## src/rtl/pd_seq_pkg.sv

```systemverilog
package pd_seq_pkg;

  typedef enum logic [1:0] {
    ST_RUN        = 2'd0,
    ST_ENTER_PEND = 2'd1,
    ST_POWERDOWN  = 2'd2,
    ST_RECOVER    = 2'd3
  } pd_state_e;

  // strobes from control to datapath
  typedef struct packed {
    logic latchCfg;  // capture clock mode and context choice
    logic loadCnt;   // load the recovery counter
    logic countEn;   // decrement the recovery counter
  } pd_strobe_t;

endpackage

```

## src/rtl/pd_seq_datapath.sv

```systemverilog
module pd_seq_datapath
  import pd_seq_pkg::*;
#(
  parameter int XTAL_WAIT = 4096,
  parameter int RUN_WAIT  = 100,
  parameter int CNT_W     = 13
) (
  input  logic       clk,
  input  logic       rstN,
  input  logic       pdPin,
  input  logic       swForce,
  input  logic       xtalMode,
  input  logic       keepCtx,
  input  pd_strobe_t strobe,
  output logic       pinRise,
  output logic       forceRise,
  output logic       cntZero,
  output logic       xtalLatched,
  output logic       ctxRestore
);

  localparam int NUM_SRC = 2;
  localparam logic [CNT_W-1:0] LOAD_XTAL = CNT_W'(XTAL_WAIT);
  localparam logic [CNT_W-1:0] LOAD_RUN  = CNT_W'(RUN_WAIT);

  logic [NUM_SRC-1:0] reqIn;
  logic [NUM_SRC-1:0] reqQ;
  logic [NUM_SRC-1:0] reqRise;
  logic [CNT_W-1:0]   waitCnt;

  assign reqIn = {swForce, pdPin};

  // one edge detector per request source
  for (genvar gi = 0; gi < NUM_SRC; gi++) begin : g_edge
    always_ff @(posedge clk or negedge rstN) begin
      if (!rstN) reqQ[gi] <= 1'b0;
      else       reqQ[gi] <= reqIn[gi];
    end
    assign reqRise[gi] = reqIn[gi] & ~reqQ[gi];
  end

  assign pinRise   = reqRise[0];
  assign forceRise = reqRise[1];

  // configuration captured at commit
  always_ff @(posedge clk or negedge rstN) begin
    if (!rstN) begin
      xtalLatched <= 1'b0;
      ctxRestore  <= 1'b0;
    end else if (strobe.latchCfg) begin
      xtalLatched <= xtalMode;
      ctxRestore  <= keepCtx;
    end
  end

  // recovery wait counter
  always_ff @(posedge clk or negedge rstN) begin
    if (!rstN) begin
      waitCnt <= '0;
    end else if (strobe.loadCnt) begin
      waitCnt <= xtalLatched ? LOAD_XTAL : LOAD_RUN;
    end else if (strobe.countEn && (waitCnt != '0)) begin
      waitCnt <= waitCnt - 1'b1;
    end
  end

  assign cntZero = (waitCnt == '0);

endmodule

```

## src/rtl/pd_seq_ctrl.sv

```systemverilog
module pd_seq_ctrl
  import pd_seq_pkg::*;
(
  input  logic       clk,
  input  logic       rstN,
  input  logic       pinRise,
  input  logic       forceRise,
  input  logic       commit,
  input  logic       cntZero,
  input  logic       xtalLatched,
  output pd_strobe_t strobe,
  output logic       pdIrq,
  output logic       pdAck,
  output logic       oscOff,
  output logic       coreClkEn
);

  pd_state_e state;
  pd_state_e stateNext;
  logic      irqNext;

  always_comb begin
    stateNext = state;
    strobe    = '0;
    irqNext   = 1'b0;
    unique case (state)
      ST_RUN: begin
        if (pinRise || forceRise) begin
          stateNext = ST_ENTER_PEND;
          irqNext   = 1'b1;
        end
      end
      ST_ENTER_PEND: begin
        if (commit) begin
          stateNext       = ST_POWERDOWN;
          strobe.latchCfg = 1'b1;
        end
      end
      ST_POWERDOWN: begin
        if (pinRise) begin
          stateNext      = ST_RECOVER;
          strobe.loadCnt = 1'b1;
        end
      end
      ST_RECOVER: begin
        strobe.countEn = 1'b1;
        if (cntZero) stateNext = ST_RUN;
      end
      default: stateNext = ST_RUN;
    endcase
  end

  always_ff @(posedge clk or negedge rstN) begin
    if (!rstN) begin
      state <= ST_RUN;
      pdIrq <= 1'b0;
    end else begin
      state <= stateNext;
      pdIrq <= irqNext;
    end
  end

  assign pdAck     = (state == ST_POWERDOWN);
  assign oscOff    = (state == ST_POWERDOWN) && xtalLatched;
  assign coreClkEn = (state == ST_RUN) || (state == ST_ENTER_PEND) ||
                     ((state == ST_RECOVER) && cntZero);

endmodule

```

## src/rtl/pd_sequencer.sv

```systemverilog
module pd_sequencer
  import pd_seq_pkg::*;
#(
  parameter int XTAL_WAIT = 4096,
  parameter int RUN_WAIT  = 100
) (
  input  logic clk,
  input  logic rstN,
  input  logic pdPin,
  input  logic swForce,
  input  logic commit,
  input  logic xtalMode,
  input  logic keepCtx,
  output logic pdIrq,
  output logic pdAck,
  output logic oscOff,
  output logic coreClkEn,
  output logic ctxRestore
);

  localparam int MAX_WAIT = (XTAL_WAIT > RUN_WAIT) ? XTAL_WAIT : RUN_WAIT;
  localparam int CNT_W    = $clog2(MAX_WAIT + 1);

  pd_strobe_t strobe;
  logic       pinRise;
  logic       forceRise;
  logic       cntZero;
  logic       xtalLatched;

  pd_seq_ctrl ctrl_i (
    .clk        (clk),
    .rstN       (rstN),
    .pinRise    (pinRise),
    .forceRise  (forceRise),
    .commit     (commit),
    .cntZero    (cntZero),
    .xtalLatched(xtalLatched),
    .strobe     (strobe),
    .pdIrq      (pdIrq),
    .pdAck      (pdAck),
    .oscOff     (oscOff),
    .coreClkEn  (coreClkEn)
  );

  pd_seq_datapath #(
    .XTAL_WAIT(XTAL_WAIT),
    .RUN_WAIT (RUN_WAIT),
    .CNT_W    (CNT_W)
  ) dp_i (
    .clk        (clk),
    .rstN       (rstN),
    .pdPin      (pdPin),
    .swForce    (swForce),
    .xtalMode   (xtalMode),
    .keepCtx    (keepCtx),
    .strobe     (strobe),
    .pinRise    (pinRise),
    .forceRise  (forceRise),
    .cntZero    (cntZero),
    .xtalLatched(xtalLatched),
    .ctxRestore (ctxRestore)
  );

endmodule

```

## config.mk

```make
export PLATFORM = sky130hd
export DESIGN_NAME = pd_sequencer
export DESIGN_NICKNAME = d
export VERILOG_FILES = /design/src/rtl/pd_seq_pkg.sv /design/src/rtl/pd_seq_datapath.sv /design/src/rtl/pd_seq_ctrl.sv /design/src/rtl/pd_sequencer.sv
export SDC_FILE = /design/constraint.sdc
export NUM_CORES = 1
export LEC_CHECK = 0
export ABC_AREA = 1
export BUFFER_PORTS_ARGS = -buffer_cell sky130_fd_sc_hd__buf_4
export CAP_MARGIN = 20
export CORE_MARGIN = 3
export CORE_UTILIZATION = 60
export DETAILED_ROUTE_END_ITERATION = 10
export PLACE_DENSITY = 0.87
export SKIP_CTS_REPAIR_TIMING = 1
export SLEW_MARGIN = 20
export SYNTH_ARGS = -nofsm -noshare
export SYNTH_HDL_FRONTEND = slang
export SYNTH_SLANG_ARGS = --single-unit
```

## constraint.sdc

```tcl
create_clock -name clk -period 2.5 [get_ports clk]
set_input_delay 0 -clock clk [delete_from_list [all_inputs] [get_ports clk]]
set_output_delay 0 -clock clk [all_outputs]
set_load 0.05 [all_outputs]
```

==> results of run 1 <==
cells in the final DEF, fill, tap and decap left out, types with 4 or more instances in the layout:
cell	n
buf_4	12
dfrtp_1	20
dlygate4sd3_1	5
ha_1	7
inv_1	25
nand2_1	46
nand2_2	6
nand3_1	14
nor2_1	21
nor2_2	4
o21ai_0	4
o21ai_2	5
how the worst max path moves through the flow:
stage                     cells after the start                          end  slack, ps
final                                         7  dp_i.waitCnt[6]$_DFFE_PN0P_        640
after global routing                          7  dp_i.waitCnt[9]$_DFFE_PN0P_        530
after CTS                                     9  dp_i.waitCnt[2]$_DFFE_PN0P_        660
after detailed placement                      7  dp_i.waitCnt[6]$_DFFE_PN0P_        690
after global placement                        7  dp_i.waitCnt[6]$_DFFE_PN0P_        810
after floorplan                               8  dp_i.waitCnt[2]$_DFFE_PN0P_        660
state kept, by name, summed over array words and instances (netlist names):
signal,cells
dp_i.waitCnt,13
ctrl_i.pdIrq,1
dp_i.reqQ,2
dp_i.xtalLatched,1
ctrl_i.state,2
dp_i.ctxRestore,1
final cells by class:
cell class                 instances  area share
clock inverter                     1      0.0197
tap                               27      0.0222
sequential                        20       0.329
clock buffer                       3      0.0148
multi-input combinational        126       0.457
timing repair buffer              17      0.0921
inverter                          26      0.0650
where the power goes:
| part | internal (mW) | switching (mW) |
|---|---|---|
| sequential | 0.454 | 0.141 |
| clock | 0.162 | 0.101 |
| combinational | 0.422 | 0.811 |
| total | 1.04 | 1.05 |
per-stage QoR:
| step | total power, mW | instances | hold slack [ps] | utilization |
|---|---|---|---|---|
| after floorplan | 1.54 | 174 | -296 | - |
| after global placement | 1.76 | 211 | -107 | 0.702 |
| after detailed placement | 1.80 | 211 | -105 | 0.702 |
| after CTS | 2.08 | 215 | -448 | 0.728 |
| after global routing | 2.27 | 220 | 99.7 | 0.752 |
| final | 2.09 | 220 | 75.4 | 0.752 |
worst max-delay path, stage by stage (launching register included):
cell	delay [ps]
dfrtp_1	440
inv_1	120
ha_1	240
nand3_1	310
nand2_4	310
clkinv_2	180
nand2_1	90
nand3_1	60
kinds of logic after synthesis:
logic type / synth area share
fa+ha+maj: 0.0665
mux: 0.0171
compound gates: 0.0598
simple gates: 0.365
xor+xnor: 0.0199
flops: 0.380
buf+inv: 0.0921
routing by layer:
layer | vias up | share of wire | GRT usage
li1 | 578 | - | -
met1 | 553 | 0.41 | 0.292
met2 | 38 | 0.52 | 0.405
met3 | 9 | 0.048 | 0.0394
met4 | 0 | 0.023 | 0.0979
met5 | - | 0 | 0
==> impl_metrics.csv, run 1 <==
group,metric,value,unit
cells_and_area,seq_area,500,um2
worst_setup_path,worst_setup_path_end_kind,"register",
cells_and_area,drive_above_1_share,0.207,
clock_tree,clock_latency,310,ps
worst_setup_path,worstSetupPathType,"reg -> reg",
sta,min_period_over_period,0.745,
place,portBuffers,11,
sta,fin_setup_tns,0,ps
power,p_leak,0.828,nW
worst_setup_path,critPathMaxFanout,12,
worst_setup_path,rrSetupSlack,640,ps
detailed_routing,ant_nets,0,
yosys,synth_nets,188,
power,power_density,1370,nW/um2
clock_tree,clockBufferDepth,2,
yosys,syn_avg_cell_area,7.57,um2
die,rows,16,
cells_and_area,num-fill-cells,138,
global_route,grt_pass1_vias,1171,
sta,worst_pin_slew,417,ps
sta,max_freq,537,MHz
yosys,synth.distinct_cells,23,
power,ir_drop,1.00,mV
clock_tree,numCtsBuffers,3,
cells_and_area,finalInstanceArea,1520,um2
die,die_area,2790,um2
yosys,synthCells,174,
sta,final_max_slew_viol_count,0,
yosys,yosys-top-cells-count,"46 x nand2_1, 25 x inv_1, 21 x nor2_1, 20 x dfrtp_1, 14 x nand3_1",
yosys,synth_top_flop_cell,"dfrtp_1",
sta,fin_crit,1860,ps
die,die_h,52.9,um
yosys,post_synth_instance_area,1320,um2
detailed_routing,dr.pass1.iters,4,
sta,hold_viol_final,0,
clock_tree,numClockSinks,20,
place,gp_congestion,0.880,
detailed_routing,drt_iter0_markers,15,
worst_hold_path,hold_depth,3,
detailed_routing,vias,1178,
worst_hold_path,holdCritStartpoint,"commit",
die,die_w,52.9,um
global_route,grt_max_degree,21,
die,ios,12,
detailed_routing,wire_per_inst,13.1,um
place,hpwl,2130,um
worst_setup_path,crit_required,2700,ps
yosys,seq_area_frac_synth,0.380,
run_status,status,"completed",
die,start_util,0.652,
yosys,yosysTopAreaCellShare,0.380,
clock_tree,h-tree-depth,1,
sta,rsz0062_at_grt,"false",
global_route,grt_pass1_wl,4870,um
place,dpl_cell_area,1420,um2
cells_and_area,nets,208,
clock_tree,cts_tree,"built",
worst_setup_path,ff2ff_path_depth,7,
detailed_routing,drc,0,
worst_setup_path,r2r_end,"dp_i.waitCnt[6]$_DFFE_PN0P_",
worst_setup_path,start_kind,"register",
cells_and_area,diodes,0,
job,max_cap_violations,0,
worst_setup_path,r2r_start,"ctrl_i.state[0]$_DFFE_PN0P_",
yosys,synth_edf_count,0,
clock_tree,root_buffer,"clkbuf_4",
global_route,antenna_found_initial,0,
worst_hold_path,hold_end,"dp_i.xtalLatched$_DFFE_PN0P_",
die,fp.coreArea,2020,um2
cells_and_area,syn_to_final_growth,15.5,%
sta,finalClockSkew,7.83,ps
global_route,grt_overflow,0,
yosys,yosys_warnings,0,
cells_and_area,multiInputGateArea,696,um2
place,place_ws,695,ps
detailed_routing,post_drt_via_cell_ratio,5.35,
detailed_routing,drt-total-wl,2880,um
worst_setup_path,cp-startpoint,"ctrl_i.state[0]$_DFFE_PN0P_",
yosys,yosysTopAreaCell,"dfrtp_1",
yosys,synth_seq_cells,20,
yosys,synthArstFlopShare,1.00,
sta,slew_headroom,0.720,
clock_tree,path_clk_slew,120,ps
global_route,grt_usage,0.236,
yosys,synthTopCellsByArea,"dfrtp_1 38%, nand2_1 13%, inv_1 7.1%, ha_1 6.6%, nor2_1 6.0%",
sta,setup_viol,0,
worst_setup_path,arrival,2060,ps
yosys,synth_most_common_cell,"nand2_1",
worst_hold_path,hold_path_class,"in -> reg",
sta,finalWorstSetupSlack,639,ps
No activity file was read; power rests on OpenSTA's default activity.
==> run 2: changes to the inputs <==
--- a/config.mk
+++ b/config.mk
@@ -9,9 +9,9 @@
 export BUFFER_PORTS_ARGS = -buffer_cell sky130_fd_sc_hd__buf_4
 export CAP_MARGIN = 20
 export CORE_MARGIN = 3
-export CORE_UTILIZATION = 60
+export CORE_UTILIZATION = 52
 export DETAILED_ROUTE_END_ITERATION = 10
-export PLACE_DENSITY = 0.87
+export PLACE_DENSITY = 0.81
 export SKIP_CTS_REPAIR_TIMING = 1
 export SLEW_MARGIN = 20
 export SYNTH_ARGS = -nofsm -noshare
==> constraint.sdc (replaced) <==
create_clock -name clk -period 1.7 [get_ports clk]
set_input_delay 0 -clock clk [delete_from_list [all_inputs] [get_ports clk]]
set_output_delay 0 -clock clk [all_outputs]
set_load 0.05 [all_outputs]
==> run 2 against run 1 <==
  * Clock power grew 8.0%
  * Die area up 14%
  * Largest power group unchanged
  * Sequential share of layout area shrank 0.16 points
  * Wire length is 2.5% lower
  * Critical path depth stayed put
  * Register-to-register slack got worse by 530 ps
  * Worst setup slack worse by 600 ps
  * Count of clock-buffer cells in the layout grew 1
  * Sequential cell count is the same
  * Global-route usage shrank 3.5 points
  * Non-clock buffer count rose by 1
  * Via count decreased by 2.0%
==> impl_metrics.csv, run 2 (synthesized netlist as in run 1, its figures left out) <==
group,metric,value,unit
detailed_routing,vias,1155,
place,gp_congestion,0.848,
power,ir_drop,1.29,mV
worst_setup_path,arrival,1670,ps
run_status,status,"completed",
cells_and_area,syn_to_final_growth,16.0,%
cells_and_area,diodes,0,
cells_and_area,reg.largest.list,"dp_i.waitCnt x13, ctrl_i.state x2, dp_i.reqQ x2",
die,start_util,0.574,
global_route,use_met3,0.0345,
die,fp.coreArea,2300,um2
worst_setup_path,worstSetupPathType,"reg -> out",
global_route,grt_pass1_vias,1152,
worst_setup_path,crit_required,1700,ps
worst_setup_path,start_kind,"register",
cells_and_area,mostFrequentLayoutCells,"46 x nand2_1, 24 x inv_1, 21 x nor2_1, 20 x dfrtp_1",
worst_setup_path,worst_setup_path_end_kind,"output pin",
clock_tree,numClockSinks,20,
cells_and_area,layout_commonest_cell,"nand2_1",
clock_tree,path_clk_slew,120,ps
detailed_routing,drt-total-wl,2810,um
sta,setup_viol,0,
sta,rsz0062_at_grt,"true",
global_route,top_usage_layer,"met2",
cells_and_area,largest_reg_flops,13,
global_route,grt_pass1_wl,5010,um
place,portBuffers,11,
sta,final_max_slew_viol_count,0,
sta,fin_setup_tns,0,ps
die,die_h,56.3,um
detailed_routing,dr.pass1.iters,4,
cells_and_area,top_register,"dp_i.waitCnt",
global_route,antenna_found_initial,0,
job,max_cap_violations,0,
place,place_ws,64.8,ps
sta,max_freq,600,MHz
power,power_density,1950,nW/um2
sta,worst_pin_slew,269,ps
die,rows,17,
detailed_routing,ant_nets,0,
detailed_routing,drc,0,
sta,min_period_over_period,0.980,
cells_and_area,drive_above_1_share,0.232,
detailed_routing,drt_iter0_markers,30,
sta,hold_viol_final,0,
sta,fin_crit,1670,ps
sta,finalClockSkew,7.33,ps
die,die_area,3170,um2
clock_tree,cts_tree,"built",
place,hpwl,2090,um
die,ios,12,
clock_tree,clockBufferDepth,2,
cells_and_area,nets,209,
sta,slew_headroom,0.821,
worst_setup_path,critPathMaxFanout,7,
global_route,grt_max_degree,21,
global_route,gr-usage-met1,0.237,
clock_tree,clock_latency,310,ps
die,die_w,56.3,um
sta,finalWorstSetupSlack,34.4,ps
global_route,grt_overflow,0,
power,p_leak,0.826,nW
clock_tree,root_buffer,"clkbuf_4",
detailed_routing,wire_per_inst,12.6,um
clock_tree,h-tree-depth,1,
detailed_routing,post_drt_via_cell_ratio,5.20,
clock_tree,numCtsBuffers,3,
worst_hold_path,hold_path_class,"in -> reg",
global_route,use_met2,0.336,
global_route,grt_usage,0.202,
[run 2: changes by cell type in the layout (fill, tap and decap cells not counted)]
cell,delta
buf_4,+1
bufinv_16,-1
clkbuf_8,+1
ha_1,-1
ha_2,+1
inv_1,-1
inv_4,+1
nand3_1,-1
nand3_2,+1
nor3_1,-1
nor3_2,+1
[run 2: area by class of cell]
cell class | count | area, um2
Inverter | 26 | 101
Sequential cell | 20 | 500
Timing Repair Buffer | 18 | 148
Clock buffer | 4 | 36.3
Tap cell | 28 | 35.0
Multi-Input combinational cell | 126 | 708
Fill cell | 196 | 768
[run 2: worst paths after layout]
check / cells past startpoint / from / endpoint / slack (ps)
min reg2reg: 1 / dp_i.ctxRestore$_DFFE_PN0P_ / dp_i.ctxRestore$_DFFE_PN0P_ / 520
max in group asynchronous: 2 / rstN / dp_i.waitCnt[1]$_DFFE_PN0P_ / 1390
max reg2reg: 9 / dp_i.waitCnt[0]$_DFFE_PN0P_ / dp_i.waitCnt[12]$_DFFE_PN0P_ / 110
min: 3 / commit / dp_i.xtalLatched$_DFFE_PN0P_ / 60
max: 7 / dp_i.waitCnt[0]$_DFFE_PN0P_ / coreClkEn / 30
min in group asynchronous: 2 / rstN / dp_i.waitCnt[10]$_DFFE_PN0P_ / 90
[run 2: worst max-delay path, stage by stage, from the launching register on]
cell and delay, ps:
dfrtp_1 430, inv_4 110, ha_1 160, nand2_2 50, nor2_2 110, nand2_2 80, o211ai_1 180, buf_4 230
[run 2: where the power goes]
| group | leakage, nW | switching (mW) | internal (mW) |
|---|---|---|---|
| registers | 0.253 | 0.207 | 0.668 |
| clock network | 0.0210 | 0.154 | 0.131 |
| logic | 0.552 | 1.17 | 0.641 |
| total | 0.826 | 1.53 | 1.44 |
[run 2: metrics by stage]
stage | instances | cell area [um2] | hold WS, ps | utilization | power [mW]
global placement | 213 | 1430 | -107 | 0.623 | 2.61
CTS | 217 | 1470 | -453 | 0.638 | 2.96
finish | 222 | 1530 | 61.4 | 0.666 | 2.97
global route | 222 | 1530 | 70.5 | 0.666 | 3.28
detailed placement | 213 | 1430 | -103 | 0.623 | 2.66
floorplan | 174 | 1320 | -296 | - | 2.27
[run 2: routing by layer]
| layer | vias to the layer above | wire (um) |
|---|---|---|
| met5 | - | 0 |
| li1 | 581 | - |
| met1 | 529 | 1200 |
| met2 | 34 | 1380 |
| met3 | 11 | 131 |
| met4 | 0 | 102 |
==> run 3: changes to the inputs <==
--- a/config.mk
+++ b/config.mk
@@ -9,9 +9,9 @@
 export BUFFER_PORTS_ARGS = -buffer_cell sky130_fd_sc_hd__buf_4
 export CAP_MARGIN = 20
 export CORE_MARGIN = 3
-export CORE_UTILIZATION = 52
+export CORE_UTILIZATION = 50
 export DETAILED_ROUTE_END_ITERATION = 10
-export PLACE_DENSITY = 0.81
+export PLACE_DENSITY = 0.79
 export SKIP_CTS_REPAIR_TIMING = 1
 export SLEW_MARGIN = 20
 export SYNTH_ARGS = -nofsm -noshare
==> run 3 against run 2 <==
  * Clock power down 2%
  * Highest routed layer unchanged
  * Non-clock buffer count up 4
  * Worst setup slack worse by 1.0 ps
  * Count of clock-buffer cells in the layout unchanged
  * Critical path type is now reg -> reg
  * Sequential power about the same
==> impl_metrics.csv, run 3 (synthesized netlist as in run 1, its figures left out) <==
group,metric,value,unit
run_status,status,"completed",
sta,worst_pin_slew,320,ps
place,hpwl,2240,um
cells_and_area,syn_to_final_growth,18.2,%
worst_hold_path,hold_path_class,"in -> reg",
global_route,use_met2,0.331,
sta,setup_viol,0,
clock_tree,numCtsBuffers,3,
place,dp.cells,214,
global_route,grt_pass1_wl,4860,um
detailed_routing,ant_nets,0,
power,share_comb_of_total_power,0.624,
cells_and_area,layout_commonest_cell,"nand2_1",
detailed_routing,drt_iter0_markers,29,
clock_tree,numClockSinks,20,
die,die_w,57.3,um
power,ir_drop,1.37,mV
cells_and_area,finalInstanceArea,1560,um2
place,portBuffers,11,
cells_and_area,reg.largest.list,"dp_i.waitCnt x13, ctrl_i.state x2, dp_i.reqQ x2",
cells_and_area,largest_reg_flops,13,
sta,max_freq,600,MHz
power,power_frac_clock,0.090,
cells_and_area,num-fill-cells,197,
die,ios,12,
cells_and_area,diodes,0,
cells_and_area,top_register,"dp_i.waitCnt",
clock_tree,path_clk_slew,110,ps
detailed_routing,dr.pass1.iters,4,
detailed_routing,vias,1155,
global_route,top_usage_layer,"met2",
die,die_h,57.3,um
worst_setup_path,worstSetupPathType,"reg -> reg",
sta,hold_viol_final,0,
sta,slew_headroom,0.785,
clock_tree,clockBufferDepth,2,
global_route,grt_overflow,0,
sta,whs,73.4,ps
clock_tree,root_buffer,"clkbuf_4",
global_route,grt_pass1_vias,1147,
worst_setup_path,start_kind,"register",
global_route,use_met3,0.0385,
worst_setup_path,critPathMaxFanout,5,
power,power_density,1970,nW/um2
power,switching_share,0.513,
sta,min_period_over_period,0.980,
cells_and_area,drive_above_1_share,0.258,
cells_and_area,final_cells,226,
clock_tree,clock_latency,310,ps
place,dpl_cell_area,1440,um2
global_route,grt_usage,0.191,
power,seqPwrFrac,0.285,
power,power.net_switching,1.58,mW
global_route,grt_max_degree,21,
job,max_cap_violations,0,
die,rows,17,
cells_and_area,nets,213,
global_route,gr-usage-met1,0.229,
detailed_routing,wire_per_inst,12.7,um
power,p_leak,0.842,nW
worst_setup_path,crit_required,1910,ps
sta,finalClockSkew,7.08,ps
detailed_routing,post_drt_via_cell_ratio,5.11,
power,p_int,1.50,mW
die,start_util,0.558,
detailed_routing,drc,0,
die,die_area,3290,um2
global_route,antenna_found_initial,0,
detailed_routing,drt-total-wl,2870,um
place,gp_congestion,0.950,
clock_tree,cts_tree,"built",
clock_tree,h-tree-depth,1,
worst_setup_path,worst_setup_path_end_kind,"register",
sta,final_max_slew_viol_count,0,
cells_and_area,mostFrequentLayoutCells,"46 x nand2_1, 23 x inv_1, 20 x nor2_1, 19 x dfrtp_1, 17 x buf_4",
worst_setup_path,arrival,1880,ps
sta,fin_crit,1670,ps
die,fp.coreArea,2360,um2
## run 3: area by class of cell
cell class                      instances  area, um2  area share
Multi-Input combinational cell        126        706       0.453
Sequential cell                        20        502       0.322
Timing Repair Buffer                   22        178       0.114
Inverter                               26        101      0.0651
Clock buffer                            4       36.3      0.0233
Tap cell                               28       35.0      0.0225
## run 3: metal layers
layer,wire (um),up-vias,share of wire
li1,-,591,-
met1,1200,527,0.42
met2,1470,29,0.51
met3,148,8,0.052
met4,53,0,0.018
met5,0,-,0
## run 3: path summary, 6_finish.rpt
kind                            cells after the start  slack (ps)                          end                         from
worst max-delay path                               10          30  dp_i.waitCnt[2]$_DFFE_PN0P_  dp_i.waitCnt[0]$_DFFE_PN0P_
worst min-delay path                                3          70  dp_i.ctxRestore$_DFFE_PN0P_                       commit
worst max register to register                     10          30  dp_i.waitCnt[2]$_DFFE_PN0P_  dp_i.waitCnt[0]$_DFFE_PN0P_
worst min register to register                      1         540  dp_i.ctxRestore$_DFFE_PN0P_  dp_i.ctxRestore$_DFFE_PN0P_
max in group asynchronous                           2        1390  dp_i.waitCnt[8]$_DFFE_PN0P_                         rstN
min in group asynchronous                           2          90  dp_i.waitCnt[6]$_DFFE_PN0P_                         rstN
## run 3: per-stage QoR
stage	setup slack, ps	setup TNS (ps)	total power [mW]	utilization
6_report	33.4	0	3.07	0.660
5_1_grt	-7.42	-7.42	3.35	0.660
4_1_cts	-7.00	-7.00	3.00	0.624
3_5_place_dp	57.5	0	2.71	0.609
3_3_place_gp	142	0	2.63	0.609
2_1_floorplan	36.8	0	2.27	-
## run 3: worst max-delay path, cell delays in order, from the launching register on
cell	delay, ps
dfrtp_1	420
inv_4	60
buf_4	150
ha_1	200
buf_4	160
inv_1	80
nor2_1	50
o21ai_0	190
nand2_1	110
nand2_2	90
o21ai_2	50
## run 3: power by group through the flow
stage / combinational (mW) / sequential [mW] / clock, mW
after floorplan: 1.37 / 0.899 / 0
after global placement: 1.76 / 0.872 / 0
after detailed placement: 1.83 / 0.881 / 0
after CTS: 1.84 / 0.871 / 0.291
after global routing: 2.14 / 0.900 / 0.311
final: 1.92 / 0.876 / 0.278
